==> config.mk <==
export PLATFORM = sky130hd
export DESIGN_NAME = i2c_slave_rx
export DESIGN_NICKNAME = d
export VERILOG_FILES = /design/src/rtl/i2c_slave_rx_pkg.sv /design/src/rtl/i2c_rx_sync.sv /design/src/rtl/i2c_rx_shreg.sv /design/src/rtl/i2c_slave_rx.sv
export SDC_FILE = /design/constraint.sdc
export NUM_CORES = 1
export LEC_CHECK = 0
export ABC_CLOCK_PERIOD_IN_PS = 2450
export BUFFER_PORTS_ARGS = -buffer_cell sky130_fd_sc_hd__buf_2
export CAP_MARGIN = 20
export CORE_AREA = 4 4 78 51
export CTS_CLUSTER_DIAMETER = 50
export DETAILED_ROUTE_END_ITERATION = 7
export DIE_AREA = 0 0 82 55
export HOLD_SLACK_MARGIN = 0.15
export PLACE_DENSITY = 0.81
export SYNTH_ARGS = -nofsm -noshare
export SYNTH_HDL_FRONTEND = slang
export SYNTH_HIERARCHICAL = 1
export SYNTH_SLANG_ARGS = --single-unit
==> constraint.sdc <==
create_clock -name clk -period 2.45 [get_ports clk]
set_clock_uncertainty 0.2 [all_clocks]
set_input_delay 0.1225 -clock clk [delete_from_list [all_inputs] [get_ports clk]]
set_output_delay 0.1225 -clock clk [all_outputs]
set_load 0.03 [all_outputs]
==> src/rtl/i2c_slave_rx_pkg.sv <==
package i2c_slave_rx_pkg;
  typedef enum logic [1:0] {
    ST_IDLE = 2'd0,
    ST_ADDR = 2'd1,
    ST_DATA = 2'd2,
    ST_SKIP = 2'd3
  } rx_state_e;
endpackage

==> src/rtl/i2c_rx_sync.sv <==
module i2c_rx_sync #(
  parameter int STAGES = 2
) (
  input  logic clk,
  input  logic rst_n,
  input  logic d,
  output logic lvl,
  output logic rise,
  output logic fall
);
  logic [STAGES:0] pipe;

  always_ff @(posedge clk or negedge rst_n) begin
    if (!rst_n) pipe <= '1;
    else        pipe <= {pipe[STAGES-1:0], d};
  end

  assign lvl  = pipe[STAGES-1];
  assign rise = pipe[STAGES-1] & ~pipe[STAGES];
  assign fall = ~pipe[STAGES-1] & pipe[STAGES];
endmodule

==> src/rtl/i2c_rx_shreg.sv <==
module i2c_rx_shreg #(
  parameter int W = 8
) (
  input  logic         clk,
  input  logic         rst_n,
  input  logic         shift_en,
  input  logic         din,
  output logic [W-1:0] q
);
  function automatic logic [W-1:0] shift_in(input logic [W-1:0] cur, input logic b);
    return {cur[W-2:0], b};
  endfunction

  always_ff @(posedge clk or negedge rst_n) begin
    if (!rst_n)        q <= '0;
    else if (shift_en) q <= shift_in(q, din);
  end
endmodule

==> src/rtl/i2c_slave_rx.sv <==
module i2c_slave_rx
  import i2c_slave_rx_pkg::*;
#(
  parameter int DATA_W      = 8,
  parameter int ADDR_W      = DATA_W - 1,
  parameter int SYNC_STAGES = 2
) (
  input  logic              clk,
  input  logic              rst_n,
  input  logic              enable_i,
  input  logic [ADDR_W-1:0] own_addr_i,
  input  logic              ack_level_i,
  input  logic              scl_i,
  input  logic              sda_i,
  input  logic              rd_stb_i,
  output logic [DATA_W-1:0] rd_data_o,
  output logic              rx_full_o,
  output logic              scl_oe_o,
  output logic              sda_oe_o
);
  localparam int CW = $clog2(DATA_W + 2);
  localparam logic [CW-1:0] LAST_BIT = CW'(DATA_W - 1);
  localparam logic [CW-1:0] ACK_CNT  = CW'(DATA_W);
  localparam logic [CW-1:0] END_CNT  = CW'(DATA_W + 1);

  function automatic logic addr_match(input logic [DATA_W-1:0] b, input logic [ADDR_W-1:0] own);
    return (b[DATA_W-1:1] == own) && !b[0];
  endfunction

  // index 0: SCL, index 1: SDA
  logic [1:0] raw, lvl, rise, fall;
  assign raw = {sda_i, scl_i};

  for (genvar g = 0; g < 2; g++) begin : g_line
    i2c_rx_sync #(.STAGES(SYNC_STAGES)) u_sync (
      .clk(clk), .rst_n(rst_n), .d(raw[g]),
      .lvl(lvl[g]), .rise(rise[g]), .fall(fall[g])
    );
  end

  rx_state_e         state;
  logic [CW-1:0]     bit_cnt;
  logic              ack_q, sda_drv, stretch_q, byte_pending, full_q;
  logic [DATA_W-1:0] shreg_q, rd_q;

  // named internal events
  logic start_ev, stop_ev, frame_on, scl_up, scl_dn, shift_en, byte_done, addr_ok, ignoring;
  logic [DATA_W-1:0] byte_val;

  assign start_ev  = enable_i & fall[1] & lvl[0];
  assign stop_ev   = enable_i & rise[1] & lvl[0];
  assign frame_on  = (state == ST_ADDR) || (state == ST_DATA);
  assign scl_up    = rise[0];
  assign scl_dn    = fall[0];
  assign shift_en  = enable_i & frame_on & scl_up & !start_ev & !stop_ev & (bit_cnt < ACK_CNT);
  assign byte_done = shift_en & (bit_cnt == LAST_BIT);
  assign byte_val  = {shreg_q[DATA_W-2:0], lvl[1]};
  assign addr_ok   = addr_match(byte_val, own_addr_i);
  assign ignoring  = (state == ST_SKIP);

  i2c_rx_shreg #(.W(DATA_W)) u_shreg (
    .clk(clk), .rst_n(rst_n), .shift_en(shift_en), .din(lvl[1]), .q(shreg_q)
  );

  always_ff @(posedge clk or negedge rst_n) begin
    if (!rst_n) begin
      state <= ST_IDLE; bit_cnt <= '0; ack_q <= 1'b0; sda_drv <= 1'b0;
      stretch_q <= 1'b0; byte_pending <= 1'b0; full_q <= 1'b0; rd_q <= '0;
    end else if (!enable_i) begin
      state <= ST_IDLE; bit_cnt <= '0; ack_q <= 1'b0; sda_drv <= 1'b0;
      stretch_q <= 1'b0; byte_pending <= 1'b0; full_q <= 1'b0;
    end else begin
      // host side
      if (rd_stb_i) full_q <= 1'b0;
      if (byte_pending && !full_q) begin
        rd_q <= shreg_q; full_q <= 1'b1; byte_pending <= 1'b0;
      end
      if (!byte_pending) stretch_q <= 1'b0;
      // bus side
      if (start_ev) begin
        state <= ST_ADDR; bit_cnt <= '0; sda_drv <= 1'b0;
      end else if (stop_ev) begin
        state <= ST_IDLE; bit_cnt <= '0; sda_drv <= 1'b0;
      end else if (frame_on) begin
        if (scl_up) begin
          if (bit_cnt == '0) ack_q <= ack_level_i;
          if (bit_cnt < ACK_CNT) begin
            bit_cnt <= bit_cnt + 1'b1;
            if (byte_done) begin
              if (state == ST_DATA || addr_ok) byte_pending <= 1'b1;
              else begin
                state <= ST_SKIP; bit_cnt <= '0;
              end
            end
          end else begin
            bit_cnt <= END_CNT;
          end
        end else if (scl_dn) begin
          if (bit_cnt == ACK_CNT) begin
            sda_drv <= !ack_q;
            if (byte_pending) stretch_q <= 1'b1;
          end else if (bit_cnt == END_CNT) begin
            sda_drv <= 1'b0; bit_cnt <= '0;
            if (state == ST_ADDR) state <= ST_DATA;
          end
        end
      end
    end
  end

  assign rd_data_o = rd_q;
  assign rx_full_o = full_q;
  assign scl_oe_o  = stretch_q;
  assign sda_oe_o  = sda_drv;
endmodule

=== Word level (Yosys, flattened, before mapping) ===
Index checks and enable logic that the tools add are counted.

* Bits in registers: 33
* Bits of input ports: 14
* Word-level logic and storage cells: 127

* Add/sub/neg operators: 1
* Order comparisons: 1
* Eq/ne operators: 23
* Multiplexer cells: 58
* Bitwise gates (word level): 18
* Reduce and logical (&&, ||, !) cells: 15

{| class="wikitable"
|+ Operators with widths
! operator !! count
|-
| 2-to-1 mux 4 bit || 11
|-
| 2-to-1 mux 1 bit || 35
|-
| 2-to-1 mux 2 bit || 12
|-
| inequality test 5 x 1 -> 1 bit (second input constant) || 4
|-
| bitwise AND 1 bit || 14
|-
| inequality test 5 x 4 -> 1 bit (second input constant) || 2
|-
| inequality test 5 bit (second input constant) || 2
|-
| equality test 4 bit (second input constant) || 2
|-
| inequality test 4 x 1 -> 1 bit (second input constant) || 2
|-
| AND reduction 4 bit || 2
|-
| AND reduction 8 bit || 1
|-
| equality test 7 bit || 1
|-
| inequality test 2 x 1 -> 1 bit (second input constant) || 3
|-
| logical NOT 1 bit || 5
|-
| AND reduction 5 bit || 1
|-
| adder 4 x 1 -> 4 bit (second input constant) || 1
|-
| equality test 4 x 3 -> 1 bit (second input constant) || 1
|-
| logical NOT 4 bit || 1
|-
| less-than comparator 4 bit (second input constant) || 1
|-
| inequality test 2 bit (second input constant) || 2
|-
| inequality test 4 bit (second input constant) || 1
|-
| NOT 1 bit || 4
|-
| inequality test 3 x 1 -> 1 bit (second input constant) || 1
|-
| equality test 2 x 1 -> 1 bit (second input constant) || 1
|-
| other kinds (4) || 6
|}

=== Longest topological paths before layout ===
Gate-level depths: netlist of run 1.

* Depth in word-level cells: 16
* Mapped depth: 7
* Mapped depth without buffers: 7

=== By module ===
The synthesis of run 1 kept the hierarchy.

{| class="wikitable"
|+ By module, submodules not included
! module !! instances !! cells each !! area each (um^2)
|-
| i2c_slave_rx || 1 || 101 || 1073.5
|-
| i2c_rx_shreg || 1 || 17 || 331.6
|-
| i2c_rx_sync || 2 || 5 || 93.8
|}

=== Least setup slack after synthesis of run 1 ===
OpenSTA, ideal clock, no wires.

* Path kind: register to register
* Start point: reg g_line[1].u_sync.pipe[1]
* End point: reg u_shreg.q[0]
* Library setup time: 0.125 ns
* Data arrival time: 1.714 ns
* Data required time: 2.125 ns
* Setup slack: 0.410 ns
* Cell stages (with the launch flop): 7
* Path buffers: 1
* Clock period less this slack: 2.040 ns
* Path through: dfstp_2 > and2b_2 > o21ai_2 > nand4b_1 > nor2_1 > buf_6 > mux2_4

* Longest elaborated chain between the ends: 8
* Elaborated cells on any way between the ends: 12
* Classes of those cells: bitwise (10); reduce/logical (2)

{| class="wikitable"
|+ RTL lines
! item !! line !! text
|-
| start, declared || i2c_rx_sync.sv:11 || <nowiki>logic [STAGES:0] pipe;</nowiki>
|-
| start signal, assigned || i2c_rx_sync.sv:15 || <nowiki>else pipe <= {pipe[STAGES-1:0], d};</nowiki>
|-
| NOT 1 bit || i2c_rx_sync.sv:20 || <nowiki>assign fall = ~pipe[STAGES-1] & pipe[STAGES];</nowiki>
|-
| bitwise AND 1 bit || i2c_rx_sync.sv:20 ||
|-
| net fall[1] || i2c_slave_rx.sv:31 || <nowiki>logic [1:0] raw, lvl, rise, fall;</nowiki>
|-
| bitwise AND 1 bit (2 in a row) || i2c_slave_rx.sv:50 || <nowiki>assign start_ev = enable_i & fall[1] & lvl[0];</nowiki>
|-
| logical NOT 1 bit || i2c_slave_rx.sv:55 || <nowiki>assign shift_en = enable_i & frame_on & scl_up & !start_ev & !stop_ev & (bit_cnt < ACK_CNT);</nowiki>
|-
| bitwise AND 1 bit (3 in a row) || i2c_slave_rx.sv:55 ||
|-
| net shift_en || i2c_slave_rx.sv:47 || <nowiki>logic start_ev, stop_ev, frame_on, scl_up, scl_dn, shift_en, byte_done, addr_ok, ignoring;</nowiki>
|-
| end signal, assigned || i2c_rx_shreg.sv:16 || <nowiki>else if (shift_en) q <= shift_in(q, din);</nowiki>
|-
| end, declared || i2c_rx_shreg.sv:8 || <nowiki>output logic [W-1:0] q</nowiki>
|}

The timed path passes the listed nets, and every way through them passes these cells.
A chain may end at the register's enable or synchronous reset.

=== Final worst setup path of run 1 ===
* Start point: reg g_line[1].u_sync.pipe[1]
* End point: reg u_shreg.q[4]

Same word-level chain as after synthesis.

==> results_dict.tcl, run 1 <==
set metrics [dict create \
    synth_ff_type "dfrtp_1" \
    ir_drop_v 0.000326 \
    die_y_um 55 \
    cts.sinks 33 \
    root_buffer "clkbuf_8" \
    crit_required_ns 2.41 \
    r2r_slack_ns 0.16 \
    clock_path_buffers 2 \
    antenna_found_initial 0 \
    worst_pin_slew_ns 0.708 \
    setup_violations 0 \
    viasPerCell 5.17 \
    finalHoldViolCount 0 \
    p_seq_share_pct 53.0 \
    firstDrtPassIters 4 \
    whs_endpoint "g_line[0].u_sync/pipe[1]" \
    avgRoutedWirePerCell_um 15.3 \
    start_kind "flop" \
    fmax_mhz 437 \
    finalMaxSlewViolations 0 \
    worstSetupEndpointType "flop" \
    p_leak_uw 0.000914 \
    netSwitchingPower_uw 275 \
    grt_overflow 0 \
    htree_levels 2 \
    grt.met3_usage_pct 5.34 \
    cts_buffers 5 \
    ys_warn_count 6 \
    ant_nets 0 \
    syn_area_sq_um 1590 \
    register_area_sq_um 833 \
    fp-row-count 16 \
    yosysTopAreaCellShare_pct 42.4 \
    met2_usage_pct 23.6 \
    drc 0 \
    async_flop_share_pct 100 \
    die_w_um 82 \
    gr-usage-met1_pct 21.6 \
    cts_tree "done" \
    grt_use_total_pct 16.2 \
    min_from "g_line[0].u_sync/pipe[0]" \
    path_buf_inv 1 \
    die-area_sq_um 4510 \
    cp.depth 6 \
    ys_ff_latch 33 \
    final_area_sq_um 1900 \
    diodes 0 \
    rsz0062_at_grt "no" \
    cts.repair.resized 0 \
    critical_path_class "flop to flop" \
    max-slew-margin-rel_pct 52.8 \
    clkLatencyLatePin_ns 0.28 \
    syn_inst 128 \
    crit_path_max_fanout 8 \
    synthTopCellsByArea "dfrtp_1 (42%), dfstp_2 (9.9%), mux2_4 (7.5%)" \
    critPathMaxStageDelay_ns 0.55 \
    status "finished clean" \
    reg2reg_from "g_line[1].u_sync/pipe[1]" \
    io_buffers 24 \
    placed_area_sq_um 1750 \
    slowest_stage "dfstp_2" \
    setup_tns_ns 0 \
    initial_core_util_pct 49.7 \
    ys_types 37 \
    busiest_layer "met2" \
    hp-class "flop to flop" \
    worstRegToRegCells 6 \
    worst_r2r_endpoint "u_shreg/q[4]" \
    clock_power_share_pct 35.7 \
    maxCapViolCount 0 \
    utilization_pct 59.5 \
    p_per_area_nw_per_um2 604 \
    drive_above_1_share_pct 39.0 \
    first_global_vias 1039 \
    grt_max_degree 34 \
    whs_ns 0.156 \
    period_needed_ns 2.29 \
    final_common_cell "dfrtp_1" \
    io_pins 25 \
    p_int_uw 875 \
    final_cell_mix "dfrtp_1 (27), buf_2 (24), mux2_2 (8), mux2_4 (8)" \
    hold_depth 0 \
    wl_mm 3.19 \
    syn_to_final_growth_pct 19.6 \
    synth-seq-area-share_pct 52.3 \
    clkTransAtPathRegs_ns 0.06 \
    grt_pass1_wl_mm 5.14 \
    yosysTopAreaCell "dfrtp_1" \
    p_sw_share_pct 23.9 \
    cp.arrival_ns 2.25 \
    synth_area_per_cell_sq_um 12.4 \
    place.gp.congestion 0.886 \
    fill_cells 274 \
    crit_chain "and2b_2 > o21ai_2 > nand4b_1 > nor2_1 > buf_4 > mux2_4" \
    nets 182 \
    synth_edf_count 0 \
    first_iter_violations 44 \
    multi_input_area_sq_um 696 \
    vias 1080 \
    syn_nets 147 \
    place_hpwl_mm 2.38 \
    min_period_over_period_pct 93.4 \
    p_comb_share_pct 11.3 \
    cp_top_family "simple AND/OR/NAND/NOR gates" \
    finalPower_uw 1150 \
    core_area_sq_um 3200 \
]
==> synthesized netlist by cell type (3+ instances only) <==
cell type	count
dfrtp_1	27
nand3_1	4
mux2_2	8
nor2b_1	4
o21ai_0	4
dfstp_2	6
nand2_1	7
nor2_1	4
nor4b_1	3
inv_1	7
nor4_1	3
xor2_1	7
ha_1	5
mux2_4	8
==> state kept, by name, summed over array words and instances, names as in the netlist <==
signal              flops
ack_q                   1
bit_cnt                 4
byte_pending            1
g_line.u_sync/pipe      6
rd_data_o               8
rx_full_o               1
scl_oe_o                1
sda_oe_o                1
state                   2
u_shreg/q               8
==> metal layers <==
layer	vias to the layer above	wire, um
met5	-	0
met4	0	46
met3	5	165
met2	24	1420
met1	525	1560
li1	526	-
==> worst max path at each step <==
| stage | start | end |
|---|---|---|
| after floorplan | g_line[1].u_sync/pipe[1] | u_shreg/q[0] |
| after global placement | g_line[1].u_sync/pipe[1] | u_shreg/q[3] |
| after detailed placement | g_line[1].u_sync/pipe[1] | u_shreg/q[6] |
| after CTS | g_line[1].u_sync/pipe[1] | u_shreg/q[3] |
| after global routing | g_line[1].u_sync/pipe[1] | u_shreg/q[2] |
| final | g_line[1].u_sync/pipe[1] | u_shreg/q[4] |
==> per-stage QoR <==
step | setup WS, ns | instances
floorplan | 0.410 | 128
global placement | 0.310 | 195
detailed placement | 0.183 | 195
CTS | 0.154 | 209
global route | 0.0720 | 209
finish | 0.162 | 209
==> cells by family after synthesis <==
kind of cell | Yosys count | synth area share, %
buffers and inverters | 12 | 4.01
and+or+nand+nor | 34 | 12.8
DFF | 33 | 52.3
AOI/OAI and AO/OA | 19 | 8.64
xor gates and xnor gates | 7 | 3.85
muxes | 18 | 14.5
adders and majority gates | 5 | 3.93
==> power by group through the flow <==
stage	combinational (uW)	sequential, uW	clock, uW
global route	143	615	455
global placement	118	617	0
CTS	130	609	426
detailed placement	122	618	0
finish	130	609	411
floorplan	85.1	609	0
==> layout make-up <==
class / instances / share of cell area [%]
Timing Repair Buffer: 33 / 10.6
Multi-Input combinational cell: 83 / 36.5
Inverter: 7 / 1.38
Clock buffer: 8 / 4.73
Sequential cell: 33 / 43.8
Tap cell: 45 / 2.96
==> what timing repair did <==
action | 4_1_cts | 5_1_grt
hold endpoints to repair | 40 | 0
hold buffers | 6 | 0
buffers inserted | 0 | 0
Power figures use the tool's default switching activity.
==> run 2, diff against run 1 <==
- REMOVE_ABC_BUFFERS: default -> 1
==> run 2 against run 1 <==
  * Power rose by 3.3%
  * Worst setup slack got worse by 0.034 ns
  * Sequential cell count did not move
  * Largest cell class unchanged
==> results_dict.tcl, run 2 (synthesis gave the netlist of run 1 again) <==
set metrics [dict create \
    crit_required_ns 2.42 \
    maxCapViolCount 0 \
    p_per_area_nw_per_um2 609 \
    p_int_uw 903 \
    htree_levels 2 \
    p_seq_share_pct 51.3 \
    place.gp.congestion 0.867 \
    ant_nets 0 \
    worst_r2r_endpoint "ack_q" \
    r2r_slack_ns 0.13 \
    fill_cells 267 \
    final_common_cell "dfrtp_1" \
    drive_above_1_share_pct 42.4 \
    placed_area_sq_um 1750 \
    cp.depth 7 \
    cp_top_family "buffers and inverters" \
    dp_slack_ns 0.247 \
    p_sw_share_pct 24.0 \
    max-slew-margin-rel_pct 51.8 \
    antenna_found_initial 0 \
    worstRegToRegCells 7 \
    crit_chain "inv_1 > ha_2 > nor4b_4 > nand3_2 > mux2i_1 > nor2b_1 > dlygate4sd3_1" \
    crit_path_max_fanout 7 \
    io_buffers 24 \
    register_area_sq_um 833 \
    p_comb_share_pct 11.4 \
    post_cts_buffers 0 \
    setup_violations 0 \
    reg2reg_from "state[0]" \
    final_cell_mix "dfrtp_1 (27), buf_2 (24), mux2_2 (8), mux2_4 (8)" \
    setup_ws_ns 0.129 \
    start_kind "flop" \
    io_pins 25 \
    critical_path_class "flop to flop" \
    initial_core_util_pct 49.7 \
    vias 1066 \
    instances_no_fill 210 \
    die_w_um 82 \
    fp-row-count 16 \
    cts.sinks 33 \
    fmax_mhz 431 \
    clkTransAtPathRegs_ns 0.06 \
    die_y_um 55 \
    root_buffer "clkbuf_8" \
    finalMaxSlewViolations 0 \
    path_buf_inv 2 \
    hp-class "flop to flop" \
    viasPerCell 5.08 \
    crit_path_end "ack_q" \
    place_inst 195 \
    grt_use_total_pct 15.5 \
    cts_tree "done" \
    worstSetupEndpointType "flop" \
    clkLatencyLatePin_ns 0.28 \
    finalHoldViolCount 0 \
    place_hpwl_mm 2.23 \
    final_area_sq_um 1950 \
    avgRoutedWirePerCell_um 14.8 \
    nets 183 \
    clock_path_buffers 2 \
    cts_buffers 5 \
    diodes 0 \
    critPathMaxStageDelay_ns 0.55 \
    grt_max_degree 34 \
    first_iter_violations 104 \
    syn_to_final_growth_pct 22.5 \
    p_leak_uw 0.000933 \
    grt_pass1_wl_mm 5.00 \
    firstDrtPassIters 4 \
    first_global_vias 1049 \
    cp.arrival_ns 2.29 \
    slowest_stage "dlygate4sd3_1" \
    finalPower_uw 1190 \
    setup_tns_ns 0 \
    multi_input_area_sq_um 721 \
    drc 0 \
    cp-startpoint "state[0]" \
    worst_pin_slew_ns 0.724 \
    netSwitchingPower_uw 285 \
    period_needed_ns 2.32 \
    rsz0062_at_grt "no" \
    die-area_sq_um 4510 \
    wl_mm 3.11 \
    core_area_sq_um 3200 \
    grt_overflow 0 \
    status "finished clean" \
    clock_power_share_pct 37.3 \
    min_period_over_period_pct 94.8 \
    ir_drop_v 0.000353 \
]
## run 2: cell type report
class	count	area share, %
inverter	7	1.35
clock inverter	1	0.257
tap	45	2.89
timing repair buffer	34	10.9
sequential	33	42.7
multi-input combinational	83	36.9
clock buffer	7	4.94
## run 2: power groups by stage
stage,clock (uW),sequential [uW],combinational (uW)
after floorplan,0,609,82.6
after global placement,0,617,118
after detailed placement,0,619,122
after CTS,456,610,131
after global routing,485,616,151
final,443,609,136
## run 2: worst min-delay path by stage
stage                              from                  endpoint  slack (ns)  depth (start not counted)
2_1_floorplan                     rst_n                     ack_q       -0.37                          0
3_3_place_gp                      rst_n              rd_data_o[0]        0.01                          1
3_5_place_dp                      rst_n              rd_data_o[1]        0.02                          1
4_1_cts        g_line[0].u_sync/pipe[0]  g_line[0].u_sync/pipe[1]        0.16                          0
5_1_grt        g_line[1].u_sync/pipe[0]  g_line[1].u_sync/pipe[1]        0.16                          0
6_report       g_line[1].u_sync/pipe[0]  g_line[1].u_sync/pipe[1]        0.16                          0
## run 2: through the flow
| step | hold slack, ns | util [%] |
|---|---|---|
| 6_report | 0.155 | 60.9 |
| 4_1_cts | 0.158 | 60.1 |
| 3_3_place_gp | 0.0115 | 54.8 |
| 5_1_grt | 0.157 | 60.9 |
| 3_5_place_dp | 0.0197 | 54.8 |
| 2_1_floorplan | -0.373 | - |
## run 2: metal layers
layer,vias up,wire (um),part of all wire (%),global-route usage [%]
met2,26,1480,48,24.7
li1,522,-,-,-
met5,-,0,0,0
met1,513,1440,46,19.3
met3,5,137,4.4,4.37
met4,0,52,1.7,9.12
## run 2: timing repair
item / in CTS / in global routing
gates resized for setup: 0 / 5
endpoints found under the hold margin: 40 / 0
endpoints found under the setup margin: 0 / 1
hold buffers: 7 / 0
